--- src/rtl/prg_pkg.sv ---
package prg_pkg;

    localparam int DIV_W = 3;

    typedef enum logic [2:0] {
        MODE_FAST4M  = 3'd0,
        MODE_FAST1M  = 3'd1,
        MODE_SLOW32K = 3'd2,
        MODE_TEST    = 3'd3,
        MODE_HOLD    = 3'd4
    } ref_mode_e;

    typedef struct packed {
        logic sq;
        logic pulse;
    } rate_out_t;

    function automatic ref_mode_e decode_div(input logic [DIV_W-1:0] code);
        ref_mode_e m;
        case (code)
            3'd0:    m = MODE_FAST4M;
            3'd1:    m = MODE_FAST1M;
            3'd2:    m = MODE_SLOW32K;
            3'd3,
            3'd4,
            3'd5:    m = MODE_TEST;
            default: m = MODE_HOLD;
        endcase
        return m;
    endfunction

    function automatic logic mode_holds(input ref_mode_e m);
        return m == MODE_HOLD;
    endfunction

endpackage

--- src/rtl/prg_div_decode.sv ---
module prg_div_decode
    import prg_pkg::*;
(
    input  logic [DIV_W-1:0] div_ctl,
    output ref_mode_e        mode,
    output logic             hold
);
    always_comb begin
        mode = decode_div(div_ctl);
        hold = mode_holds(mode);
    end
endmodule

--- src/rtl/prg_div_chain.sv ---
module prg_div_chain #(
    parameter int STAGES = 15
) (
    input  logic              clk,
    input  logic              rst,
    input  logic              tick,
    input  logic              hold,
    output logic [STAGES-1:0] cnt
);
    always_ff @(posedge clk) begin
        if (rst || hold) begin
            cnt <= '0;
        end else if (tick) begin
            cnt <= cnt + 1'b1;
        end
    end
endmodule

--- src/rtl/prg_tap_sel.sv ---
module prg_tap_sel #(
    parameter int SEL_W  = 4,
    parameter int STAGES = 15
) (
    input  logic [STAGES-1:0] cnt,
    input  logic [SEL_W-1:0]  rate_sel,
    output logic              tap
);
    localparam int NTAP = 1 << SEL_W;

    logic [NTAP-1:0] taps;

    assign taps[0] = 1'b0;

    for (genvar i = 1; i < NTAP; i++) begin : g_tap
        if (i <= STAGES) begin : g_live
            assign taps[i] = cnt[i-1];
        end else begin : g_dead
            assign taps[i] = 1'b0;
        end
    end

    assign tap = taps[rate_sel];
endmodule

--- src/rtl/prg_edge_out.sv ---
module prg_edge_out
    import prg_pkg::*;
(
    input  logic      clk,
    input  logic      rst,
    input  logic      tap,
    input  logic      pin_en,
    output rate_out_t outs
);
    logic tap_q;

    always_ff @(posedge clk) begin
        if (rst) begin
            outs  <= '0;
            tap_q <= 1'b0;
        end else begin
            outs.sq    <= tap & pin_en;
            outs.pulse <= tap & ~tap_q;
            tap_q      <= tap;
        end
    end
endmodule

--- src/rtl/prg_rate_gen.sv ---
module prg_rate_gen
    import prg_pkg::*;
#(
    parameter int SEL_W = 4
) (
    input  logic             clk,
    input  logic             rst,
    input  logic             ref_tick,
    input  logic [SEL_W-1:0] rate_sel,
    input  logic [2:0]       div_ctl,
    input  logic             sqw_en,
    output logic             pf_pulse,
    output logic             sqw_out
);
    localparam int STAGES = (1 << SEL_W) - 1;

    ref_mode_e         ref_mode;
    logic              chain_hold;
    logic [STAGES-1:0] div_cnt;
    logic              sel_tap;
    rate_out_t         outs;

    prg_div_decode u_decode (
        .div_ctl (div_ctl),
        .mode    (ref_mode),
        .hold    (chain_hold)
    );

    prg_div_chain #(.STAGES(STAGES)) u_chain (
        .clk  (clk),
        .rst  (rst),
        .tick (ref_tick),
        .hold (chain_hold),
        .cnt  (div_cnt)
    );

    prg_tap_sel #(.SEL_W(SEL_W), .STAGES(STAGES)) u_tap (
        .cnt      (div_cnt),
        .rate_sel (rate_sel),
        .tap      (sel_tap)
    );

    prg_edge_out u_out (
        .clk    (clk),
        .rst    (rst),
        .tap    (sel_tap),
        .pin_en (sqw_en),
        .outs   (outs)
    );

    assign pf_pulse = outs.pulse;
    assign sqw_out  = outs.sq;
endmodule

--- config.mk ---
export PLATFORM = sky130hd
export DESIGN_NAME = prg_rate_gen
export DESIGN_NICKNAME = d
export VERILOG_FILES = /design/src/rtl/prg_pkg.sv /design/src/rtl/prg_div_decode.sv /design/src/rtl/prg_div_chain.sv /design/src/rtl/prg_tap_sel.sv /design/src/rtl/prg_edge_out.sv /design/src/rtl/prg_rate_gen.sv
export SDC_FILE = /design/constraint.sdc
export NUM_CORES = 1
export LEC_CHECK = 0
export BUFFER_PORTS_ARGS = -buffer_cell sky130_fd_sc_hd__buf_2
export CAP_MARGIN = 20
export CELL_PAD_IN_SITES_DETAIL_PLACEMENT = 1
export CELL_PAD_IN_SITES_GLOBAL_PLACEMENT = 1
export CORE_AREA = 4 4 47 65
export DETAILED_ROUTE_END_ITERATION = 16
export DIE_AREA = 0 0 51 69
export PLACE_DENSITY_LB_ADDON = 0.1
export SYNTH_ARGS = -nofsm -noshare
export SYNTH_HDL_FRONTEND = slang
export SYNTH_SLANG_ARGS = --single-unit
--- constraint.sdc ---
create_clock -name clk -period 1.9 [get_ports clk]
set_input_delay 0.38 -clock clk [delete_from_list [all_inputs] [get_ports clk]]
set_output_delay 0.38 -clock clk [all_outputs]
set_load 0.02 [all_outputs]
== Word-level counts from Yosys, hierarchy flattened ==
Cells that the tools add are included.
Operators by class
  multiplexer cells: 3
  add/subtract/negate cells: 1
  div/mod/pow operators: 0
  bitwise gates (word level): 3
  magnitude comparators: 1
  multiply operators: 0
  equality and inequality tests: 6
  shift operators: 0
  reductions and logical operators: 3
Operators by type and width (number)
  adder 15 x 1 -> 15 bit (second input constant): 1
  one-hot mux 3 bit (4 select lines): 1
  == test 3 bit (second input constant): 3
  == test 3 x 2 -> 1 bit (second input constant): 2
  < comparator 4 x 5 -> 1 bit (second input constant): 1
  binary-select mux 1 bit (select 4 bit): 1
  == test 3 x 1 -> 1 bit (second input constant): 1
  logical NOT 3 bit: 1
  OR reduction 3 bit: 1
  AND 1 bit: 2
  logical OR 1 bit: 1
  two-way mux 1 bit: 1
  NOT 1 bit: 1
Storage, ports and cells
  output and inout port bits: 2
  input port bits: 11
  memories: 0
  register bits: 18
  ROM bits: 0
  bits in latches: 0
  logic and storage cells: 21
  memory bits (writable): 0

== Logic depth before layout (Yosys ltp) ==
Gate-level depths: netlist (run 1).
  word-level depth: 5
  depth in mapped cells: 6
  mapped depth without buffers: 5

== Modules after synthesis ==
From an unflattened synthesis (run 1), not the netlist that was laid out.
Second synthesis, totals
  cell total of the unflattened synthesis: 93
  area total of the unflattened synthesis: 913.4 µm²
Modules (own cells, without submodules)
  prg_div_chain: sequential area each 300.3 µm², instances 1, cells an instance 73, area an instance 656.9 µm²
  prg_tap_sel: sequential area each 0.0 µm², instances 1, cells an instance 10, area an instance 140.1 µm²
  prg_edge_out: sequential area each 60.1 µm², instances 1, cells an instance 6, area an instance 82.6 µm²
  prg_div_decode: sequential area each 0.0 µm², instances 1, cells an instance 4, area an instance 33.8 µm²

== Worst setup path before layout (run 1) ==
OpenSTA, ideal clock, no wires.
  path type: input to register
  start: input port rate_sel[0]
  end: register u_out.tap_q
  buffers on the path: 1
  arrival time: 1.504 ns
  required time: 1.764 ns
  setup time: 0.136 ns
  setup slack: 0.260 ns
  stages: 4
  path through: clkbuf_1 > mux4_2 > o21ai_0 > o22ai_1
On the way
  word-level cells in the longest chain between the ends: 2
Ends and longest elaborated chain
  from (decl): RTL line prg_rate_gen.sv:9  | input logic [SEL_W-1:0] rate_sel,
  binary-select mux 1 bit (select 4 bit): RTL line prg_tap_sel.sv:23  | assign tap = taps[rate_sel];
  two-way mux 1 bit (implied by the code): RTL line prg_tap_sel.sv:23
  to (signal assigned): RTL line prg_edge_out.sv:19  | tap_q <= tap;
  to (decl): RTL line prg_edge_out.sv:10  | logic tap_q;
Every way passes these cells. The select of a mux whose other input is x is not followed.
A chain may end at the register's enable or synchronous reset.

== Final worst setup path (run 1) ==
  start: register u_chain.cnt[1]
  end: register u_chain.cnt[12]
On the way
  word-level cells in the longest chain between the ends: 1
Ends and longest elaborated chain
  from (decl): RTL line prg_div_chain.sv:8  | output logic [STAGES-1:0] cnt
  from (signal assigned): RTL line prg_div_chain.sv:14  | cnt <= cnt + 1'b1;
  adder 15 x 1 -> 15 bit: RTL line prg_div_chain.sv:14
Every way passes these cells.

==> results of run 1 <==
state kept, by name, summed over array words and instances, names as in the netlist:
register     flops
u_chain.cnt     15
u_out.outs       2
u_out.tap_q      1
power by group:
part	internal (mW)	leakage [nW]	total (mW)	switching, mW
clock	0.0737	0.0138	0.192	0.118
sequential	0.382	0.145	0.385	0.00334
combinational	0.0254	0.195	0.0569	0.0315
cells in the final DEF, fill, tap and decap left out, drive strengths merged:
master	n
a21o	1
a21oi	2
a221o	1
a311oi	1
buf	14
clkbuf	3
dfxtp	18
ha	1
inv	6
mux2	2
mux2i	4
mux4	1
nand2	5
nand2b	2
nand3	1
nand4	6
nor2	13
nor2b	1
nor3	5
nor4	4
o21ai	2
o22ai	2
o31ai	1
o32ai	2
or2	2
or3	3
or4	1
xnor2	9
xor2	3
critical path, delay by kind of cell, from the launching register on:
kind	cells	cell delay, ns
simple gates	2	0.79
flops	1	0.45
compound gates	1	0.14
fa+ha+maj	1	0.22
buf+inv	1	0.09
logic make-up (layout without fill, tap and decap cells):
family	Yosys count	after routing
AND/OR/NAND/NOR	43	43
flip-flops	18	18
AO/OA/AOI/OAI	12	12
XOR/XNOR	12	12
buffers and inverters	11	23
multiplexers	7	7
adder cells (fa/ha/maj)	1	1
routing by layer:
layer,up-vias,wire length [um],GRT usage,share of wire
met5,-,0,0,0
met3,2,38,0.0194,0.018
li1,396,-,-,-
met4,0,14,0.0539,0.0066
met2,6,1140,0.253,0.53
met1,385,945,0.162,0.44
area by class of cell:
type                       instances  area [um^2]  share of cell area
sequential                        18          360               0.350
inverter                           6         22.5              0.0219
tap                               34         42.5              0.0413
clock buffer                       3         22.5              0.0219
timing repair buffer              14         77.6              0.0753
multi-input combinational         75          504               0.490
metrics by stage:
step / std cells / hold WS (ns) / power [mW] / setup slack, ns / util
floorplan: 104 / 0.430 / 0.430 / 0.260 / -
global placement: 147 / 0.450 / 0.449 / 0.236 / 0.412
detailed placement: 147 / 0.460 / 0.452 / 0.167 / 0.412
CTS: 150 / 0.350 / 0.648 / 0.127 / 0.421
global route: 150 / 0.374 / 0.664 / 0.0341 / 0.421
finish: 150 / 0.364 / 0.634 / 0.133 / 0.421
worst paths after layout:
check / cells after the start / slack, ns / from / end
setup / recovery: 5 / 0.13 / u_chain.cnt[1] / u_chain.cnt[12]
hold / removal: 3 / 0.36 / sqw_en / u_out.outs[1]
setup reg to reg: 5 / 0.13 / u_chain.cnt[1] / u_chain.cnt[12]
hold reg to reg: 1 / 0.48 / u_out.tap_q / u_out.outs[0]
==> summary.txt, run 1 <==
Synth area leaders - dfxtp_1 (40%), xnor2_1 (8.7%), nor2_1 (5.4%)
minimum clock period - 1.77 ns
Setup crit end kind - register
die width - 51 um
global route overflow - 0
post-synth top area cell - dfxtp_1
Post-CTS Resized - 0
YS warnings - 0
clk_lat worst skew - 0.29 ns
largest family of logic cells by synthesized area - simple AND/OR/NAND/NOR gates
Via-to-Cell Ratio - 5.26
Setup TNS Final - 0 ns
Yosys reg bits - 18
WL/cell - 14.2 um
mux cell area share after synthesis - 0.0935
clk buf depth - 2
max-capacitance violation count - 0
Post-CTS Setup Bufs - 0
Root Buffer - clkbuf_4
crit-path cells - ha_1 -> inv_1 -> or3_1 -> or4_1 -> a21oi_1
sequential fraction of the synthesis area - 0.396
Compound-Gate Fraction of Synth Area - 0.0922
initial antenna violation count - 0
Hold WC Path Type - in -> reg
vias in the first global route - 853
Synth async-reset ratio - 0
Final #Nets - 130
Max Transition Viols Final - 0
crit start category - register
count of boundary I/O pins - 13
syn avg cell area - 8.75 um^2
commonest cells in the synthesized netlist - dfxtp_1 (18), nor2_1 (13), xnor2_1 (9)
power per cell area - 615 nW/um^2
dpl hpwl - 1640 um
via count - 789
ratio of cells with drive above 1 in the final layout - 0.190
most frequent cell after synthesis - dfxtp_1
Yosys cell types - 29
Worst Tran Pin Value - 0.504 ns
All-Layer GR Usage - 0.141
worst setup path class - reg -> reg
leakage power - 0.354 nW
status - completed
Yosys top cell area share - 0.396
clk slew on worst S/H paths - 0.11 ns
Routed Antenna Nets - 0
RSZ-0062 raised after global routing - no
first-pass GRT wire length - 3940 um
TritonCTS Buffers - 3
Cell Area, Placed - 1010 um^2
global placer's final weighted congestion - 0.715
CP max stage cell - dfxtp_1
Crit path required time - 2.13 ns
H-tree levels - 1
final setup vio count - 0
CTS Sinks - 18
ys flop type - dfxtp_1
drt first pass iters - 2
Rel. slew slack - 0.664
post-synthesis xor/xnor area fraction - 0.116
Area Growth Syn to Fin - 13.2%
Clock Skew - 0.00606 ns
First DRT Iteration DRCs - 3
Inserted Diodes - 0
FP Rows - 21
final hold violation count - 0
EDFF count, synth - 0
Initial Util - 0.372
CP max FO - 6
Post-Synth Adder-Cell Area - 0.0138
post-route cell area - 1030 um^2
Worst EP arrival - 2.00 ns
final worst-path cycle share - 0.930
Syn Inst Count - 104
maximum vdd drop - 0.306 mV
CTS tree - yes
Max Fclk - 566 MHz
total core area - 2440 um^2
final wirelength - 2140 um
Buffers on Ports - 11
largest net degree at the start of global routing - 16
hold_buf cts - 0
Syn Std Cell Area - 910 um^2
Die Height - 69 um
die area - 3520 um^2
CP peak stage delay - 0.45 ns
Simple-Gate Fraction of Synth Area - 0.239
fillers - 306
Mapped Nets - 116
Residual DRC - 0
Note: power is estimated with default switching activity, not from simulation.
==> inputs of run 2 (changes only) <==
--- a/config.mk
+++ b/config.mk
@@ -5,13 +5,14 @@
 export SDC_FILE = /design/constraint.sdc
 export NUM_CORES = 1
 export LEC_CHECK = 0
+export ABC_AREA = 1
 export BUFFER_PORTS_ARGS = -buffer_cell sky130_fd_sc_hd__buf_2
 export CAP_MARGIN = 20
 export CELL_PAD_IN_SITES_DETAIL_PLACEMENT = 1
 export CELL_PAD_IN_SITES_GLOBAL_PLACEMENT = 1
-export CORE_AREA = 4 4 47 65
+export CORE_AREA = 4 4 48 67
 export DETAILED_ROUTE_END_ITERATION = 16
-export DIE_AREA = 0 0 51 69
+export DIE_AREA = 0 0 52 71
 export PLACE_DENSITY_LB_ADDON = 0.1
 export SYNTH_ARGS = -nofsm -noshare
 export SYNTH_HDL_FRONTEND = slang
==> run 2 against run 1 <==
Effect of this change:
- clock-buffer cell count is 1 higher
- critical path type unchanged
- sequential share of layout area is 2.4 points lower
- sequential cell count stayed put
- clock power is 26% higher
- largest cell class unchanged
- worst hold slack worse by 0.062 ns
- utilization is 0.16 points higher
- global-route usage is 0.44 points higher
- critical endpoint is now u_chain.cnt[14]
==> summary.txt, run 2 <==
register share of total power - 0.556
Die Height - 71 um
vias in the first global route - 1001
max-capacitance violation count - 0
post-route cell area - 1110 um^2
CP max stage cell - dfxtp_1
die width - 52 um
Final #Nets - 177
Setup TNS Final - 0 ns
hold_ws - 0.302 ns
Largest regs - u_chain.cnt x15, u_out.outs x2, u_out.tap_q x1
sw frac - 0.245
FP Rows - 22
commonest cells in the synthesized netlist - nand2_1 (39), inv_1 (27), dfxtp_1 (18)
dpl hpwl - 1900 um
Syn Inst Count - 150
total core area - 2620 um^2
Buffers on Ports - 11
global route overflow - 0
largest net degree at the start of global routing - 13
power per cell area - 630 nW/um^2
Root Buffer - clkbuf_4
placed cells - 196
Routed Antenna Nets - 0
Post-CTS Resized - 0
maximum vdd drop - 0.325 mV
commonest non-fill, non-tap cell in the layout - nand2_1
first-pass GRT wire length - 4130 um
syn avg cell area - 6.47 um^2
All-Layer GR Usage - 0.145
Syn Std Cell Area - 971 um^2
Cell Area, Placed - 1070 um^2
final setup vio count - 0
ys flop type - dfxtp_1
Area Growth Syn to Fin - 13.9%
Max Transition Viols Final - 0
global placer's final weighted congestion - 0.753
crit-path most repeated cell - nor2_4
Max Fclk - 698 MHz
Clock Skew - 0.00165 ns
Internal Power - 526 uW
dpl ws - 0.460 ns
Rel. slew slack - 0.846
CTS tree - yes
Combinational Power Share - 0.096
Top reg by flops - u_chain.cnt
post-synth top area cell - dfxtp_1
most frequent cells in the layout - nand2_1 (39), inv_1 (27), dfxtp_1 (18), nor2_1 (15), a21oi_1 (12)
TritonCTS Buffers - 3
clk buf depth - 2
Post-CTS Setup Bufs - 0
Residual DRC - 0
Yosys top cell area share - 0.371
final worst-path cycle share - 0.754
H-tree levels - 1
Mapped Nets - 162
clk_lat worst skew - 0.29 ns
CP max FO - 5
initial antenna violation count - 0
Final Worst Setup Slack - 0.468 ns
count of boundary I/O pins - 13
via count - 948
crit start category - register
hold_buf cts - 0
final hold violation count - 0
minimum clock period - 1.43 ns
clk slew on worst S/H paths - 0.11 ns
Yosys reg bits - 18
die area - 3690 um^2
status - completed
worst setup path class - reg -> reg
Yosys cell types - 19
Initial Util - 0.371
Setup crit end kind - register
drt first pass iters - 2
Switch Pwr - 171 uW
RSZ-0062 raised after global routing - no
First DRT Iteration DRCs - 14
Worst Tran Pin Value - 0.228 ns
clock network fraction of total power - 0.347
CP peak stage delay - 0.42 ns
Worst EP arrival - 1.64 ns
Hold WC Path Type - in -> reg
Crit path required time - 2.11 ns
most frequent cell after synthesis - nand2_1
Synth async-reset ratio - 0
Inserted Diodes - 0
ratio of cells with drive above 1 in the final layout - 0.159
Via-to-Cell Ratio - 4.74
YS warnings - 0
Synth area leaders - dfxtp_1 (37%), nand2_1 (15%), inv_1 (10%)
EDFF count, synth - 0
Post-Layout Cell Count - 200
final wirelength - 2330 um
WL/cell - 11.7 um
crit-path cells - ha_1 -> nand2_2 -> nor2_4 -> nand3_2 -> nor2_4 -> nand4_1 -> nand2_1 -> nor2_1
leakage power - 0.484 nW
CTS Sinks - 18
sequential fraction of the synthesis area - 0.371
max reg flops - 15
-- run 2: routing by layer --
| layer | GRT usage | part of all wire |
|---|---|---|
| met5 | 0 | 0 |
| met4 | 0.0525 | 0.0073 |
| met3 | 0.0189 | 0.022 |
| met2 | 0.270 | 0.56 |
| met1 | 0.161 | 0.41 |
-- run 2: cell type report --
| class | count | area, um^2 |
|---|---|---|
| clock buffers | 4 | 36.3 |
| fillers | 364 | 1510 |
| inverters | 27 | 101 |
| multi-input cells | 103 | 500 |
| flip-flops and latches | 18 | 360 |
| well taps | 36 | 45.0 |
| repair buffers | 12 | 62.6 |
-- run 2: kinds of logic (layout without fill, tap and decap cells) --
| logic type | Yosys count | in the layout | synth area share |
|---|---|---|---|
| compound gates | 21 | 21 | 0.111 |
| flops | 18 | 18 | 0.371 |
| simple gates | 81 | 81 | 0.392 |
| fa+ha+maj | 1 | 1 | 0.0129 |
| buf+inv | 29 | 43 | 0.113 |
-- run 2: through the flow --
step           utilization  total power, mW
2_1_floorplan            -            0.437
3_3_place_gp         0.409            0.463
3_5_place_dp         0.409            0.465
4_1_cts              0.423            0.713
5_1_grt              0.423            0.732
6_report             0.423            0.697
-- run 2: power by group through the flow --
| stage | combinational, mW | clock (mW) | sequential, mW |
|---|---|---|---|
| 2_1_floorplan | 0.0382 | 0 | 0.399 |
| 3_3_place_gp | 0.0667 | 0 | 0.396 |
| 3_5_place_dp | 0.0688 | 0 | 0.397 |
| 4_1_cts | 0.0689 | 0.257 | 0.388 |
| 5_1_grt | 0.0784 | 0.265 | 0.389 |
| 6_report | 0.0672 | 0.242 | 0.388 |
-- run 2: final timing paths --
path | to | from | slack (ns) | cells past startpoint
setup / recovery | u_chain.cnt[14] | u_chain.cnt[0] | 0.47 | 8
hold reg to reg | u_out.outs[0] | u_out.tap_q | 0.39 | 1
hold / removal | u_out.outs[1] | sqw_en | 0.30 | 3
setup reg to reg | u_chain.cnt[14] | u_chain.cnt[0] | 0.47 | 8
-- run 2: worst max-delay path: cells and delay by family (launching register included) --
| family | cells | cell delay, ns |
|---|---|---|
| adders and majority gates | 1 | 0.19 |
| and+or+nand+nor | 7 | 0.75 |
| DFF | 1 | 0.42 |
